**config.mk**
```make
export PLATFORM = sky130hd
export DESIGN_NAME = irq_pend_top
export DESIGN_NICKNAME = d
export VERILOG_FILES = /design/src/rtl/irq_pend_pkg.sv /design/src/rtl/irq_level_track.sv /design/src/rtl/irq_cfg_bank.sv /design/src/rtl/irq_sgi_decode.sv /design/src/rtl/irq_pend_bank.sv /design/src/rtl/irq_pend_top.sv
export SDC_FILE = /design/constraint.sdc
export NUM_CORES = 1
export LEC_CHECK = 0
export BUFFER_PORTS_ARGS = -buffer_cell sky130_fd_sc_hd__buf_4
export CORE_MARGIN = 2
export CORE_UTILIZATION = 28
export CTS_CLUSTER_DIAMETER = 100
export CTS_CLUSTER_SIZE = 24
export DETAILED_ROUTE_END_ITERATION = 16
export PLACE_DENSITY = 0.41
export SETUP_SLACK_MARGIN = 0.3
export SYNTH_ARGS = -nofsm -noshare
export SYNTH_HDL_FRONTEND = slang
export SYNTH_SLANG_ARGS = --single-unit
```
**constraint.sdc**
```tcl
create_clock -name clk -period 3.6 [get_ports clk]
set_clock_uncertainty 0.2 [all_clocks]
set_input_delay 0.36 -clock clk [delete_from_list [all_inputs] [get_ports clk]]
set_output_delay 0.36 -clock clk [all_outputs]
set_load 0.03 [all_outputs]
```
**src/rtl/irq_pend_pkg.sv**
```systemverilog
package irq_pend_pkg;
  localparam int unsigned PRIV_IDS = 32;
  localparam int unsigned ID_W = 10;
  localparam int unsigned FIXED_TGT_LO = 29;

  typedef enum logic [2:0] {
    OP_SET_EN   = 3'd0,
    OP_SET_PEND = 3'd1,
    OP_CLR_PEND = 3'd2,
    OP_CONFIG   = 3'd3,
    OP_TARGET   = 3'd4
  } wr_op_e;
endpackage

```
**src/rtl/irq_level_track.sv**
```systemverilog
module irq_level_track #(
  parameter int NC  = 2,
  parameter int NSH = 32,
  localparam int NID = 32 + NSH
) (
  input  logic                     clk,
  input  logic                     rst_n,
  input  logic [NSH-1:0]           shared_lines,
  input  logic [NC*32-1:0]         private_lines,
  output logic [NC-1:0][NID-1:0]   level_v,
  output logic [NC-1:0][NID-1:0]   rise_v
);
  import irq_pend_pkg::*;

  logic [NC-1:0][PRIV_IDS-1:0] lvl_p;
  logic [NSH-1:0]              lvl_s;

  always_ff @(posedge clk) begin
    if (!rst_n) begin
      lvl_p <= '0;
      lvl_s <= '0;
    end else begin
      lvl_p <= private_lines;
      lvl_s <= shared_lines;
    end
  end

  for (genvar c = 0; c < NC; c++) begin : g_core
    assign level_v[c] = {lvl_s, lvl_p[c]};
    assign rise_v[c]  = {shared_lines & ~lvl_s,
                         private_lines[c*PRIV_IDS +: PRIV_IDS] & ~lvl_p[c]};
  end
endmodule

```
**src/rtl/irq_cfg_bank.sv**
```systemverilog
module irq_cfg_bank #(
  parameter int NC  = 2,
  parameter int NSH = 32,
  localparam int NID = 32 + NSH,
  localparam int CW  = (NC > 1) ? $clog2(NC) : 1,
  localparam int IXW = $clog2(NID),
  localparam int SXW = (NSH > 1) ? $clog2(NSH) : 1
) (
  input  logic                    clk,
  input  logic                    rst_n,
  input  logic                    wr_en,
  input  logic [2:0]              wr_op,
  input  logic [CW-1:0]           wr_core,
  input  logic [9:0]              wr_id,
  input  logic [7:0]              wr_data,
  input  logic [CW-1:0]           rd_core,
  input  logic [9:0]              rd_id,
  output logic [NID-1:0]          edge_v,
  output logic [NC-1:0][NID-1:0]  en_v,
  output logic [NC-1:0][NID-1:0]  tgt_v,
  output logic [NC-1:0][NID-1:0]  wr_reach,
  output logic                    rd_enable,
  output logic [1:0]              rd_cfg,
  output logic [NC-1:0]           rd_target
);
  import irq_pend_pkg::*;

  logic [NID-1:0]              edge_q, model_q;
  logic [NC-1:0][PRIV_IDS-1:0] en_p_q;
  logic [NSH-1:0]              en_s_q;
  logic [NSH-1:0][NC-1:0]      tgt_q;

  logic              wr_in_range, wr_private;
  logic [ID_W-1:0]   wr_off, rd_off;
  logic              unused_data;

  assign wr_in_range = wr_id < ID_W'(NID);
  assign wr_private  = wr_id < ID_W'(PRIV_IDS);
  assign wr_off      = wr_id - ID_W'(PRIV_IDS);
  assign rd_off      = rd_id - ID_W'(PRIV_IDS);
  assign unused_data = ^{wr_data, wr_off, rd_off};

  always_ff @(posedge clk) begin
    if (!rst_n) begin
      edge_q  <= '0;
      model_q <= '0;
      en_p_q  <= '0;
      en_s_q  <= '0;
      tgt_q   <= '0;
    end else if (wr_en && wr_in_range) begin
      case (wr_op)
        OP_CONFIG: begin
          model_q[wr_id[IXW-1:0]] <= wr_data[0];
          edge_q[wr_id[IXW-1:0]]  <= wr_data[1] | wr_private;
        end
        OP_SET_EN: begin
          if (wr_private) en_p_q[wr_core][wr_id[4:0]] <= 1'b1;
          else            en_s_q[wr_off[SXW-1:0]]     <= 1'b1;
        end
        OP_TARGET: begin
          if (!wr_private) tgt_q[wr_off[SXW-1:0]] <= wr_data[NC-1:0];
        end
        default: ;
      endcase
    end
  end

  assign edge_v = edge_q;

  for (genvar c = 0; c < NC; c++) begin : g_core
    for (genvar i = 0; i < NID; i++) begin : g_id
      if (i < PRIV_IDS) begin : g_priv
        assign en_v[c][i]     = en_p_q[c][i];
        assign tgt_v[c][i]    = 1'b1;
        assign wr_reach[c][i] = (wr_id == ID_W'(i)) && (wr_core == CW'(c));
      end else begin : g_shared
        assign en_v[c][i]     = en_s_q[i-PRIV_IDS];
        assign tgt_v[c][i]    = tgt_q[i-PRIV_IDS][c];
        assign wr_reach[c][i] = (wr_id == ID_W'(i)) && tgt_q[i-PRIV_IDS][c];
      end
    end
  end

  always_comb begin
    rd_enable = 1'b0;
    rd_cfg    = 2'b00;
    rd_target = '0;
    if (rd_id < ID_W'(NID)) begin
      rd_enable = en_v[rd_core][rd_id[IXW-1:0]];
      rd_cfg    = {edge_q[rd_id[IXW-1:0]], model_q[rd_id[IXW-1:0]]};
      if (rd_id >= ID_W'(PRIV_IDS))
        rd_target = tgt_q[rd_off[SXW-1:0]];
      else if (rd_id >= ID_W'(FIXED_TGT_LO))
        rd_target = NC'(1) << rd_core;
    end
  end


  cfg_edge_forced_chk: assert property (@(posedge clk) disable iff (!rst_n)
    (wr_en && wr_op == OP_CONFIG && wr_private) |=> edge_q[$past(wr_id[4:0])]);


  tgt_priv_chk: assert property (@(posedge clk) disable iff (!rst_n)
    (wr_en && wr_op == OP_TARGET && wr_private) |=> $stable(tgt_q));
endmodule

```
**src/rtl/irq_sgi_decode.sv**
```systemverilog
module irq_sgi_decode #(
  parameter int NC = 2,
  localparam int CW = (NC > 1) ? $clog2(NC) : 1
) (
  input  logic          clk,
  input  logic          rst_n,
  input  logic [CW-1:0] sgi_core,
  input  logic [31:0]   sgi_word,
  output logic [NC-1:0] core_mask,
  output logic [9:0]    sgi_id
);
  logic [NC-1:0] all_cores, self_core;
  logic          unused_word;

  assign all_cores   = '1;
  assign self_core   = NC'(1) << sgi_core;
  assign sgi_id      = sgi_word[9:0];
  assign unused_word = ^{sgi_word[31:26], sgi_word[23:16], sgi_word[15:10]};

  always_comb begin
    case (sgi_word[25:24])
      2'd0:    core_mask = sgi_word[16 +: NC];
      2'd1:    core_mask = all_cores & ~self_core;
      2'd2:    core_mask = self_core;
      default: core_mask = all_cores;
    endcase
  end


  sgi_self_excl_chk: assert property (@(posedge clk) disable iff (!rst_n)
    (sgi_word[25:24] == 2'd1) |-> (!core_mask[sgi_core] && $countones(core_mask) == NC - 1));
endmodule

```
**src/rtl/irq_pend_bank.sv**
```systemverilog
module irq_pend_bank #(
  parameter int NC  = 2,
  parameter int NID = 64
) (
  input  logic                   clk,
  input  logic                   rst_n,
  input  logic [NC-1:0][NID-1:0] set_v,
  input  logic [NID-1:0]         clr_v,
  output logic [NC-1:0][NID-1:0] pend_q
);
  always_ff @(posedge clk) begin
    if (!rst_n) begin
      pend_q <= '0;
    end else begin
      for (int c = 0; c < NC; c++)
        pend_q[c] <= (pend_q[c] & ~clr_v) | set_v[c];
    end
  end
endmodule

```
**src/rtl/irq_pend_top.sv**
```systemverilog
module irq_pend_top #(
  parameter int NC  = 2,
  parameter int NSH = 32,
  localparam int NID = 32 + NSH,
  localparam int CW  = (NC > 1) ? $clog2(NC) : 1,
  localparam int IXW = $clog2(NID)
) (
  input  logic                clk,
  input  logic                rst_n,
  input  logic [NSH-1:0]      shared_lines,
  input  logic [NC*32-1:0]    private_lines,
  input  logic                wr_en,
  input  logic [2:0]          wr_op,
  input  logic [CW-1:0]       wr_core,
  input  logic [9:0]          wr_id,
  input  logic [7:0]          wr_data,
  input  logic                sgi_en,
  input  logic [CW-1:0]       sgi_core,
  input  logic [31:0]         sgi_word,
  input  logic                done_en,
  input  logic [CW-1:0]       done_core,
  input  logic [9:0]          done_id,
  input  logic [CW-1:0]       rd_core,
  input  logic [9:0]          rd_id,
  output logic                rd_enable,
  output logic [1:0]          rd_cfg,
  output logic [NC-1:0]       rd_target,
  output logic                rd_level,
  output logic [NC*NID-1:0]   pending
);
  import irq_pend_pkg::*;

  logic [NC-1:0][NID-1:0] level_v, rise_v, en_v, tgt_v, wr_reach, set_v, pend_q;
  logic [NID-1:0]         edge_v, wr_row, sgi_row, done_row, clr_v;
  logic [NC-1:0]          sgi_mask;
  logic [9:0]             sgi_id;

  irq_level_track #(.NC(NC), .NSH(NSH)) u_track (
    .clk, .rst_n, .shared_lines, .private_lines,
    .level_v, .rise_v
  );

  irq_cfg_bank #(.NC(NC), .NSH(NSH)) u_cfg (
    .clk, .rst_n, .wr_en, .wr_op, .wr_core, .wr_id, .wr_data,
    .rd_core, .rd_id, .edge_v, .en_v, .tgt_v, .wr_reach,
    .rd_enable, .rd_cfg, .rd_target
  );

  irq_sgi_decode #(.NC(NC)) u_sgi (
    .clk, .rst_n, .sgi_core, .sgi_word,
    .core_mask(sgi_mask), .sgi_id
  );

  for (genvar i = 0; i < NID; i++) begin : g_row
    assign wr_row[i]   = (wr_id   == ID_W'(i));
    assign sgi_row[i]  = (sgi_id  == ID_W'(i));
    assign done_row[i] = (done_id == ID_W'(i));
  end

  assign clr_v = (wr_en && wr_op == OP_CLR_PEND) ? wr_row : '0;

  always_comb begin
    for (int c = 0; c < NC; c++) begin
      set_v[c] = rise_v[c] & (edge_v | en_v[c]) & tgt_v[c];
      if (wr_en && wr_op == OP_SET_EN)
        set_v[c] |= wr_reach[c] & level_v[c] & ~edge_v;
      if (wr_en && wr_op == OP_SET_PEND)
        set_v[c] |= wr_reach[c];
      if (sgi_en && sgi_mask[c])
        set_v[c] |= sgi_row;
      if (done_en && done_core == CW'(c))
        set_v[c] |= done_row & ~edge_v & en_v[c] & level_v[c] & tgt_v[c];
    end
  end

  irq_pend_bank #(.NC(NC), .NID(NID)) u_pend (
    .clk, .rst_n, .set_v, .clr_v, .pend_q
  );

  assign pending  = pend_q;
  assign rd_level = (rd_id < ID_W'(NID)) ? level_v[rd_core][rd_id[IXW-1:0]] : 1'b0;


  pend_hold_chk: assert property (@(posedge clk) disable iff (!rst_n)
    !(wr_en && wr_op == OP_CLR_PEND) |=> ((pend_q & $past(pend_q)) == $past(pend_q)));
endmodule

```
==> out/qor.txt <==
total wire length: 148 mm
GRT overflow: 0
Worst R2R Start: u_cfg.edge_v[48]$_SDFFE_PN0P_
Post-Route Setup TNS: 0 ns
initial antenna violation count: 9
FF-to-FF setup slack: 1.95 ns
Final setup viols: 0
DRT iter0 DRCs: 3192
status: finished clean
Leakage Power: 11.7 nW
global-route wire length before repair: 207 mm
Largest stage delay, worst path: 0.48 ns
worst-path cell chain: mux4_2, a22oi_2, a31oi_2, a2111oi_4, buf_4, o32ai_4, buf_6
core box area: 94600 sq um
num rows: 113
largest area contributor in the netlist: dfxtp_1
Worst Hold Path Cells: 2
clock-pin slew on the worst setup and hold paths: 0.10 ns
Via density: 5.81
ys flop type: dfxtp_1
Mapped Cells: 3182
Starting Density: 28.1%
pin count of the biggest net entering global routing: 106
min-delay src: rst_n
Power, Total: 11.8 mW
RSZ-0062 raised after global routing: yes
vias in the first global route: 27124
worst min path class: input pin to register
Layout Nets: 3775
share of layout cells above drive strength 1: 20.1%
DR vias: 28410
Worst path slowest cell: mux4_2
Seq/Total Area, Yosys: 38.6%
Synth top area share: 38.6%
GP Congestion: 0.969
synth-to-layout area growth: 26.5%
average cell area after synthesis: 8.35 sq um
First-pass DRT Iterations: 6
syn nets: 3360
internal power: 8.38 mW
Max VDD drop: 283 uV
DRT antenna net count: 0
Slew HR: 22.6%
Mapped Area: 26600 sq um
max-cap violations: 0
Ys Warns: 0
Final Hold Fails: 0
CP max FO: 4
CP Launch Type: register
CP Data Required Time: 3.04 ns
Min-Delay Endpoint: u_track.level_v[67]$_SDFF_PN0_
Async SR Flop Fraction: 0%
Worst R2R End: u_pend.pend_q[112]$_SDFF_PN0_
Clock Path Buffers: 3
Tmin final: 3.37 ns
Fmax achieved: 0.296 GHz
Final period util: 93.7%
NetSw: 3.45 mW
Setup CP Type: register to output port
IO Port Bufs: 287
Post-synth EDFFs: 0
WP data arrival: 2.81 ns
Die Wd: 312 microns
residual DRC count: 0
fin. max-slew vios: 0
Finished Layout Cells: 4886
CTS tree: done
Die Area: 97400 sq um
CP Buf/Inv Count: 2
dominant cells by area after synthesis: dfxtp_1, mux4_2, a21oi_1
r2r worst-path depth: 5
synth unique cells: 74
Wirelength per Cell: 30.3 microns
Detailed Place HPWL: 111 mm
clock root cell: clkbuf_16
Worst-Margin Slew: 1.16 ns
CP endpoint kind: output port
CTS Sinks: 512
clock share of power: 39.5%
sw frac: 29.2%
CP delay by family, top: compound AO/OA/AOI/OAI gates
clk_lat worst skew: 0.61 ns
Die H: 312 microns
pwr dens: 352 nW/um^2
H-tree levels: 2
Comb pwr share: 11.6%
Placed Cells: 4709
Sequential Power Share: 48.9%
Total Routing Usage GR: 29.4%
Hold WS: 0.0167 ns
CTS Buf Count: 34
num ports: 312
#FFs+latches synth: 512
-- flip-flops by register name, indices dropped and copies added, names as in the netlist --
register	cells
u_cfg.edge_v	64
u_cfg.en_s_q	32
u_cfg.en_v	64
u_cfg.model_q	64
u_cfg.tgt_v	64
u_pend.pend_q	128
u_track.level_v	64
u_track.lvl_s	32
-- worst register-to-register path: cells and delay by family, from the launching register on --
family / cells / cell delay, ns
simple gates: 3 / 0.63
flops: 1 / 0.37
compound gates: 2 / 0.39
-- through the flow --
step,utilization [%],setup WS [ns],instance area (sq um)
after floorplan,-,0.646,26600
after global placement,32.9,-0.183,31100
after detailed placement,32.9,-0.00739,31100
after CTS,35.5,0.192,33600
after global routing,35.6,0.187,33600
final,35.6,0.226,33600
-- cells by family after synthesis --
family | count (synthesis) | share of synthesized area, %
AND/OR/NAND/NOR | 1216 | 23.7
multiplexers | 187 | 11.4
flip-flops | 512 | 38.6
AO/OA/AOI/OAI | 918 | 20.8
buffers and inverters | 349 | 5.53
-- placed cells by master, fill, tap and decap left out, types with 13 or more instances in the layout --
cell           instances
a21oi_1              313
a221oi_1              32
a222oi_1              24
a22oi_1               41
a31oi_1               60
a41oi_1               31
and2_1               101
and3b_1               32
buf_4                479
clkbuf_16             37
dfxtp_1              505
dlygate4sd3_1        116
inv_1                116
mux2_2                16
mux2i_1               78
mux4_2                92
nand2_1              250
nand2b_1              25
nand3_1               89
nand4_1               44
nor2_1               347
nor2b_1              114
nor3_1                62
nor3_2                13
nor3b_1               17
nor4_1                44
o211ai_1              42
o21ai_0              279
o221ai_1              24
o31ai_1               16
-- synth_stat cells (5+ instances only) --
master     number
and4_1          5
o21ai_0       279
a222oi_1       24
and3_1          9
o2111ai_1       5
nor2_1        347
a41oi_1        31
buf_4          13
dfxtp_1       512
a32oi_1         7
and2_1        101
buf_2          50
clkbuf_1      154
nand3_1        90
o31ai_1        16
nor3_1         66
inv_1         116
nor3b_1        20
nand3b_1        5
a221oi_1       32
nand4_1        44
a211oi_1        6
a22oi_1        44
nor2b_1       114
o21a_1         11
nor4bb_1        5
mux2_2         16
mux2i_1        79
nand2_1       250
o221ai_1       24
nor3_2         10
o22ai_1        10
mux4_2         92
nand2b_1       25
and3b_1        32
o211ai_1       42
buf_1           7
nor4b_1        12
a21oi_1       314
nor4_1         45
a31oi_1        61
-- how the worst max path moves through the flow --
stage               slack [ns]  depth (start not counted)                      startpoint        end
floorplan                 0.65                          6                        rd_id[0]   rd_level
global placement         -0.18                          7                        rd_id[0]   rd_level
detailed placement      -0.007                          8                        rd_id[0]   rd_level
CTS                       0.19                          6   u_cfg.edge_v[16]$_SDFFE_PN0P_  rd_cfg[1]
global route              0.19                          7  u_track.level_v[83]$_SDFF_PN0_   rd_level
finish                    0.23                          7  u_track.level_v[83]$_SDFF_PN0_   rd_level
-- final cells by class --
| cell class | count | area [sq um] |
|---|---|---|
| fill | 9707 | 61000 |
| clock inverter | 20 | 282 |
| clock buffer | 38 | 940 |
| tap | 1265 | 1580 |
| sequential | 512 | 10300 |
| inverter | 117 | 447 |
| antenna | 2 | 5.00 |
| timing repair buffer | 611 | 5040 |
| multi-input combinational | 2321 | 15100 |
-- what timing repair did --
action                                  4_1_cts  5_1_grt
endpoints found under the setup margin        4        6
hold buffers                                116        0
pin swaps                                     4        6
gates resized for setup                      18       12
hold endpoints to repair                    101        0
buffers inserted                              1        0
-- per-layer routing --
layer	part of all wire (%)	track usage [%]	vias up
met4	5.0	13.0	4
met1	42	39.6	14159
met5	0.083	0.774	-
li1	-	-	12447
met3	8.1	4.80	278
met2	45	46.3	1522
-- power by group through the flow --
| stage | Sequential, mW | Combinational (mW) | Clock (mW) |
|---|---|---|---|
| after floorplan | 5.89 | 0.587 | 0 |
| final | 5.78 | 1.37 | 4.68 |
| after global placement | 5.92 | 1.22 | 0 |
| after global routing | 5.79 | 1.42 | 4.95 |
| after detailed placement | 5.91 | 1.23 | 0 |
| after CTS | 5.78 | 1.34 | 4.76 |
No activity file was read; power rests on OpenSTA's default activity.
